### src/rtl/memerr_pkg.sv
package memerr_pkg;
    localparam int ST_W  = 4;
    localparam int MBE_B = 0;
    localparam int SBE_B = 1;
    localparam int MME_B = 2;
    localparam int MSE_B = 3;

    localparam logic [3:0] RA_STATUS  = 4'd0;
    localparam logic [3:0] RA_INTEN   = 4'd1;
    localparam logic [3:0] RA_SBCTL   = 4'd2;
    localparam logic [3:0] RA_CAPADDR = 4'd3;
    localparam logic [3:0] RA_CAPTYPE = 4'd4;
    localparam int         RA_CSBASE  = 8;

    typedef logic [ST_W-1:0] stat_t;
endpackage

### src/rtl/memerr_csmatch.sv
module memerr_csmatch #(
    parameter int NUM_CS = 4,
    parameter int CMP_W  = 8
) (
    input  logic [NUM_CS*CMP_W-1:0] lo_flat,
    input  logic [NUM_CS*CMP_W-1:0] hi_flat,
    input  logic [NUM_CS-1:0]       en,
    input  logic [CMP_W-1:0]        key,
    output logic                    hit
);
    logic [NUM_CS-1:0] inr;

    for (genvar i = 0; i < NUM_CS; i++) begin : g_cs
        assign inr[i] = en[i]
                      && (key >= lo_flat[i*CMP_W +: CMP_W])
                      && (key <= hi_flat[i*CMP_W +: CMP_W]);
    end

    assign hit = |inr;
endmodule

### src/rtl/memerr_satinc.sv
module memerr_satinc #(
    parameter int W = 8
) (
    input  logic [W-1:0] base,
    input  logic         inc,
    input  logic [W-1:0] thresh,
    output logic [W-1:0] nxt,
    output logic         reached
);
    localparam logic [W-1:0] TOP = {W{1'b1}};

    always_comb begin
        nxt     = (inc && base != TOP) ? base + 1'b1 : base;
        reached = inc && (thresh != '0) && (nxt >= thresh);
    end
endmodule

### src/rtl/memerr_report.sv
module memerr_report
    import memerr_pkg::*;
#(
    parameter int ADDR_W = 32,
    parameter int NUM_CS = 4,
    parameter int CMP_W  = 8,
    parameter int CNT_W  = 8
) (
    input  logic              clk,
    input  logic              rst_n,
    input  logic              acc_valid,
    input  logic              acc_write,
    input  logic [ADDR_W-1:0] acc_addr,
    input  logic              ecc_sbe,
    input  logic              ecc_mbe,
    input  logic              reg_en,
    input  logic              reg_wr,
    input  logic [3:0]        reg_addr,
    input  logic [31:0]       reg_wdata,
    output logic [31:0]       reg_rdata,
    output logic              irq
);
    localparam int CS_BITS = NUM_CS * CMP_W;
    localparam int CNT_LSB = 16;

    typedef struct packed {
        stat_t              status;
        stat_t              inten;
        logic [CNT_W-1:0]   thresh;
        logic [CNT_W-1:0]   cnt;
        logic [ADDR_W-1:0]  cap_addr;
        stat_t              cap_type;
        logic [NUM_CS-1:0]  cs_en;
        logic [CS_BITS-1:0] cs_lo;
        logic [CS_BITS-1:0] cs_hi;
        logic               irq;
    } regs_t;

    regs_t regs_d, regs_q;

    logic             bus_wr, rd_acc, cs_hit;
    logic             mbe_ev, sbe_ev, sbe_reach;
    stat_t            clr_mask, set_v, status_base;
    logic [CNT_W-1:0] cnt_base, cnt_next;

    assign bus_wr   = reg_en && reg_wr;
    assign rd_acc   = acc_valid && !acc_write;
    assign mbe_ev   = rd_acc && ecc_mbe;
    assign sbe_ev   = rd_acc && ecc_sbe && !ecc_mbe;
    assign clr_mask = (bus_wr && reg_addr == RA_STATUS) ? reg_wdata[ST_W-1:0] : '0;
    assign cnt_base = clr_mask[SBE_B] ? '0 : regs_q.cnt;

    memerr_csmatch #(.NUM_CS(NUM_CS), .CMP_W(CMP_W)) u_csm (
        .lo_flat (regs_q.cs_lo),
        .hi_flat (regs_q.cs_hi),
        .en      (regs_q.cs_en),
        .key     (acc_addr[ADDR_W-1 -: CMP_W]),
        .hit     (cs_hit)
    );

    memerr_satinc #(.W(CNT_W)) u_cnt (
        .base    (cnt_base),
        .inc     (sbe_ev),
        .thresh  (regs_q.thresh),
        .nxt     (cnt_next),
        .reached (sbe_reach)
    );

    always_comb begin
        regs_d      = regs_q;
        status_base = regs_q.status & ~clr_mask;

        set_v        = '0;
        set_v[MBE_B] = mbe_ev;
        set_v[SBE_B] = sbe_reach;
        set_v[MME_B] = sbe_ev && status_base[SBE_B];
        set_v[MSE_B] = acc_valid && !cs_hit;

        regs_d.status = status_base | set_v;
        regs_d.cnt    = cnt_next;

        if (status_base == '0 && set_v != '0) begin
            regs_d.cap_addr = acc_addr;
            regs_d.cap_type = set_v;
        end

        if (bus_wr) begin
            if (reg_addr == RA_INTEN) regs_d.inten  = reg_wdata[ST_W-1:0];
            if (reg_addr == RA_SBCTL) regs_d.thresh = reg_wdata[CNT_W-1:0];
            for (int i = 0; i < NUM_CS; i++) begin
                if (int'(reg_addr) == RA_CSBASE + i) begin
                    regs_d.cs_lo[i*CMP_W +: CMP_W] = reg_wdata[CMP_W-1:0];
                    regs_d.cs_hi[i*CMP_W +: CMP_W] = reg_wdata[CMP_W +: CMP_W];
                    regs_d.cs_en[i]                = reg_wdata[31];
                end
            end
        end

        regs_d.irq = |(regs_q.status & regs_q.inten);
    end

    always_ff @(posedge clk or negedge rst_n) begin
        if (!rst_n) regs_q <= '0;
        else        regs_q <= regs_d;
    end

    always_comb begin
        reg_rdata = '0;
        case (reg_addr)
            RA_STATUS:  reg_rdata[ST_W-1:0] = regs_q.status;
            RA_INTEN:   reg_rdata[ST_W-1:0] = regs_q.inten;
            RA_SBCTL: begin
                reg_rdata[CNT_W-1:0]           = regs_q.thresh;
                reg_rdata[CNT_LSB +: CNT_W]    = regs_q.cnt;
            end
            RA_CAPADDR: reg_rdata[ADDR_W-1:0] = regs_q.cap_addr;
            RA_CAPTYPE: reg_rdata[ST_W-1:0]   = regs_q.cap_type;
            default: begin
                for (int i = 0; i < NUM_CS; i++) begin
                    if (int'(reg_addr) == RA_CSBASE + i) begin
                        reg_rdata[CMP_W-1:0]     = regs_q.cs_lo[i*CMP_W +: CMP_W];
                        reg_rdata[CMP_W +: CMP_W] = regs_q.cs_hi[i*CMP_W +: CMP_W];
                        reg_rdata[31]             = regs_q.cs_en[i];
                    end
                end
            end
        endcase
    end

    assign irq = regs_q.irq;
endmodule

### config.mk
export PLATFORM = sky130hd
export DESIGN_NAME = memerr_report
export DESIGN_NICKNAME = d
export VERILOG_FILES = /design/src/rtl/memerr_pkg.sv /design/src/rtl/memerr_csmatch.sv /design/src/rtl/memerr_satinc.sv /design/src/rtl/memerr_report.sv
export SDC_FILE = /design/constraint.sdc
export NUM_CORES = 1
export LEC_CHECK = 0
export CAP_MARGIN = 20
export CORE_MARGIN = 2
export CORE_UTILIZATION = 51
export DETAILED_ROUTE_END_ITERATION = 16
export PLACE_DENSITY = 0.87
export SYNTH_ARGS = -nofsm -noshare
export SYNTH_HDL_FRONTEND = slang
export SYNTH_SLANG_ARGS = --single-unit
### constraint.sdc
create_clock -name clk -period 3.35 [get_ports clk]
set_input_delay 0.5025 -clock clk [delete_from_list [all_inputs] [get_ports clk]]
set_output_delay 0.5025 -clock clk [all_outputs]
set_load 0.05 [all_outputs]
==> impl_metrics.py <==
metrics = {
    "sta": {
        "clock_skew_ns": 0.00870,
        "rsz0062_at_grt": "true",
        "final-setup-viol-count": 34,
        "worst_pin_slew_ns": 0.883,
        "hold_violations": 0,
        "finalCriticalPeriod_ns": 3.77,
        "worst_slack_ns": -0.422,
        "fmax_ghz": 0.265,
        "finalCritPeriodShare_pct": 113,
        "finalMaxSlewViolations": 0,
        "hold_ws_ns": 0.182,
        "relSlewSlack_pct": 41.2,
    },
    "layout": {
        "mostFrequentLayoutCells": "dfrtp_1 (129), nand2_1 (125), o21ai_0 (96)",
        "area_growth_syn_to_layout_pct": 35.0,
        "final_layout_size_suffix_gt1_share_pct": 22.5,
        "num-nets-final": 1187,
        "fillCellCount": 1084,
        "final_common_cell": "dfrtp_1",
        "final_cell_area_mm2": 0.0113,
        "fin_cells": 1265,
        "antenna-diode-count": 0,
    },
    "grt": {
        "gr-usage-all-layers_pct": 31.8,
        "grt_pass1_wl_mm": 43.8,
        "grt_pass1_vias": 8212,
        "grt_max_degree": 66,
        "antenna_found_initial": 0,
        "grt.overflow.total": 0,
    },
    "clocking": {
        "path_clk_slew_ns": 0.06,
        "clk_path_buf_depth": 2,
        "cts.sinks": 129,
        "h-tree-depth": 4,
        "clock_latency_ns": 0.44,
        "clockRootBuffer": "clkbuf_16",
        "holdBufCountCts": 0,
        "cts_tree": "built",
        "numCtsBuffers": 17,
    },
    "outcome": {
        "failed_checks": "negative setup slack",
        "status": "finished, violations left",
    },
    "synthesis": {
        "muxShareOfSynthArea_pct": 6.09,
        "synth_ff_type": "dfrtp_1",
        "synthesis.area_mm2": 0.00840,
        "syn_area_per_cell_um2": 9.21,
        "synth-async-reset-ratio_pct": 100,
        "ys_ff_latch": 129,
        "synth_top_family_by_area": "compound AO/OA/AOI/OAI gates",
        "synth.top_cell.area_share_pct": 38.4,
        "postSynthCellCount": 912,
        "synth-compound-area-share_pct": 24.5,
        "synthXorXnorAreaFrac_pct": 0.417,
        "yosysTopAreaCell": "dfrtp_1",
        "yosysSeqAreaShare_pct": 38.4,
        "synth_nets": 1061,
        "synth_adder_area_share_pct": 10.9,
        "synth_edf_count": 0,
        "synth.distinct_cells": 64,
        "yosysWarningCount": 0,
        "synthSimpleGateAreaFrac_pct": 12.8,
        "synthTopCellsByArea": "dfrtp_1 (38%), ha_1 (11%), o21ai_0 (6.0%)",
    },
    "floorplanning": {
        "die-area_mm2": 0.0175,
        "num_rows": 46,
        "core_mm2": 0.0160,
        "die_y_um": 132,
        "die-width_um": 132,
        "start_util_pct": 52.5,
        "ios": 109,
    },
    "setup_path": {
        "crit_chain": "buf_6 -> and3b_1 -> nand3_2 -> and2_4 -> ha_4 -> nand2_2 -> nor2_2 -> a21oi_2 -> nand3_2 -> or3_4 -> a21oi_4 -> ha_4 -> a21o_1 -> a211oi_2 -> o21ai_1 -> o21ai_2 -> and2_4 -> buf_12 -> a2bb2oi_4 -> o311ai_2",
        "worstSetupEndpointType": "register",
        "required_ns": 3.63,
        "slowest_stage": "or3_4",
        "crit_type": "in -> reg",
        "critPathArrivalTime_ns": 4.06,
        "cpPeakStageDelay_ns": 0.40,
        "crit_fanout": 8,
        "startpoint_type": "input pin",
        "r2r-start": "regs_q[106]",
        "crit_start": "reg_addr[1]",
    },
    "detailed_routing": {
        "met2_length_mm": 13.9,
        "drc": 0,
        "met1_length_mm": 10.9,
        "routed_wirelength_mm": 28.2,
        "routed.top_layer": "met4",
        "dr.pass1.iters": 5,
        "vias": 8256,
        "wl_met3_mm": 2.27,
        "wl_per_cell_um": 22.3,
        "drt-initial-drc-count": 1050,
        "viasPerCell": 6.53,
        "ant_nets": 0,
    },
    "worst_hold_path": {
        "hold_class": "in -> async",
    },
    "power": {
        "peakVddDrop_mv": 0.430,
        "p_leak_nw": 4.78,
        "p_per_area_mw_per_mm2": 532,
    },
    "place": {
        "numPortBuffers": 93,
        "dp_cells": 1219,
        "gp_congestion": 0.941,
        "placedInstanceArea_mm2": 0.0103,
        "dp_hpwl_mm": 18.8,
    },
    "job": {
        "cap_violations": 0,
    },
}
-- cell type report --
class | instances | area, µm² | area share (%)
tap | 216 | 270 | 2.38
multi-input combinational | 645 | 4980 | 43.9
clock buffer | 25 | 495 | 4.37
inverter | 79 | 297 | 2.62
timing repair buffer | 166 | 1940 | 17.1
sequential | 129 | 3230 | 28.5
clock inverter | 5 | 125 | 1.10
-- sequential cells by signal, summed over array words and instances (netlist names) --
register,flops
irq,1
regs_q,128
-- layer usage --
metal | global-route usage, % | vias to the layer above
met5 | 0 | -
met4 | 16.4 | 0
met2 | 53.1 | 508
met3 | 5.96 | 97
met1 | 39.4 | 4056
li1 | - | 3595
-- kinds of logic (layout without fill, tap and decap cells) --
| group | Yosys count | in the layout |
|---|---|---|
| compound gates | 303 | 303 |
| xor+xnor | 4 | 4 |
| fa+ha+maj | 73 | 73 |
| buf+inv | 138 | 275 |
| flops | 129 | 129 |
| mux | 33 | 33 |
| simple gates | 232 | 232 |
-- per-stage QoR --
stage	utilization, %	power, W	TNS [ns]	setup WS (ns)
global route	70.9	0.00628	-17.15	-0.568
detailed placement	64.1	0.00389	-35.01	-1.07
CTS	69.7	0.00594	-8.50	-0.306
finish	70.9	0.00604	-11.69	-0.422
floorplan	-	0.00316	-15.83	-0.488
global placement	64.1	0.00378	-27.15	-0.792
-- cell usage after synthesis, types with 4 or more instances --
master,instances
dfrtp_1,129
nand2_1,126
o21ai_0,100
inv_1,78
ha_1,73
a21oi_1,40
o211ai_1,33
a2bb2oi_1,32
clkbuf_1,32
nor2_1,31
o311ai_1,29
buf_2,19
mux2_2,15
a22o_1,13
mux4_2,13
nand4_1,12
and2_1,11
nor2b_1,10
a211oi_1,9
nand3_1,7
a21o_1,6
buf_6,5
mux2i_1,5
nor4_1,5
a22oi_1,4
and3_1,4
nand2b_1,4
nor3_1,4
nor3b_1,4
o21a_1,4
o22ai_1,4
or3_1,4
-- where the power goes --
group | internal, W | switching (W) | leakage [nW]
combinational | 0.000893 | 0.00115 | 3.05
sequential | 0.00181 | 0.000168 | 1.42
clock | 0.00132 | 0.000699 | 0.303
total | 0.00402 | 0.00202 | 4.78
-- worst max-delay path: cells and delay by family --
kind | cells | cell delay (ns)
adder cells (fa/ha/maj) | 2 | 0.39
AO/OA/AOI/OAI | 8 | 1.38
buffers and inverters | 2 | 0.26
AND/OR/NAND/NOR | 8 | 1.50
-- repair_timing --
action / 4_1_cts / 5_1_grt
gates resized for setup: 45 / 33
cloned: 4 / 1
endpoints found under the setup margin: 37 / 36
pin swaps: 19 / 18
setup buffers: 7 / 7
-- path summary, 6_finish.rpt --
path | endpoint | slack [ns] | cells after the start
max in group asynchronous | regs_q[13] | 2.33 | 2
min in group clk | regs_q[124] | 0.51 | 2
worst max-delay path | regs_q[78] | -0.42 | 20
worst max register to register | regs_q[78] | -0.28 | 17
worst min register to register | regs_q[124] | 0.51 | 2
worst min-delay path | regs_q[105] | 0.18 | 1
(Power assumes the default switching activity.)
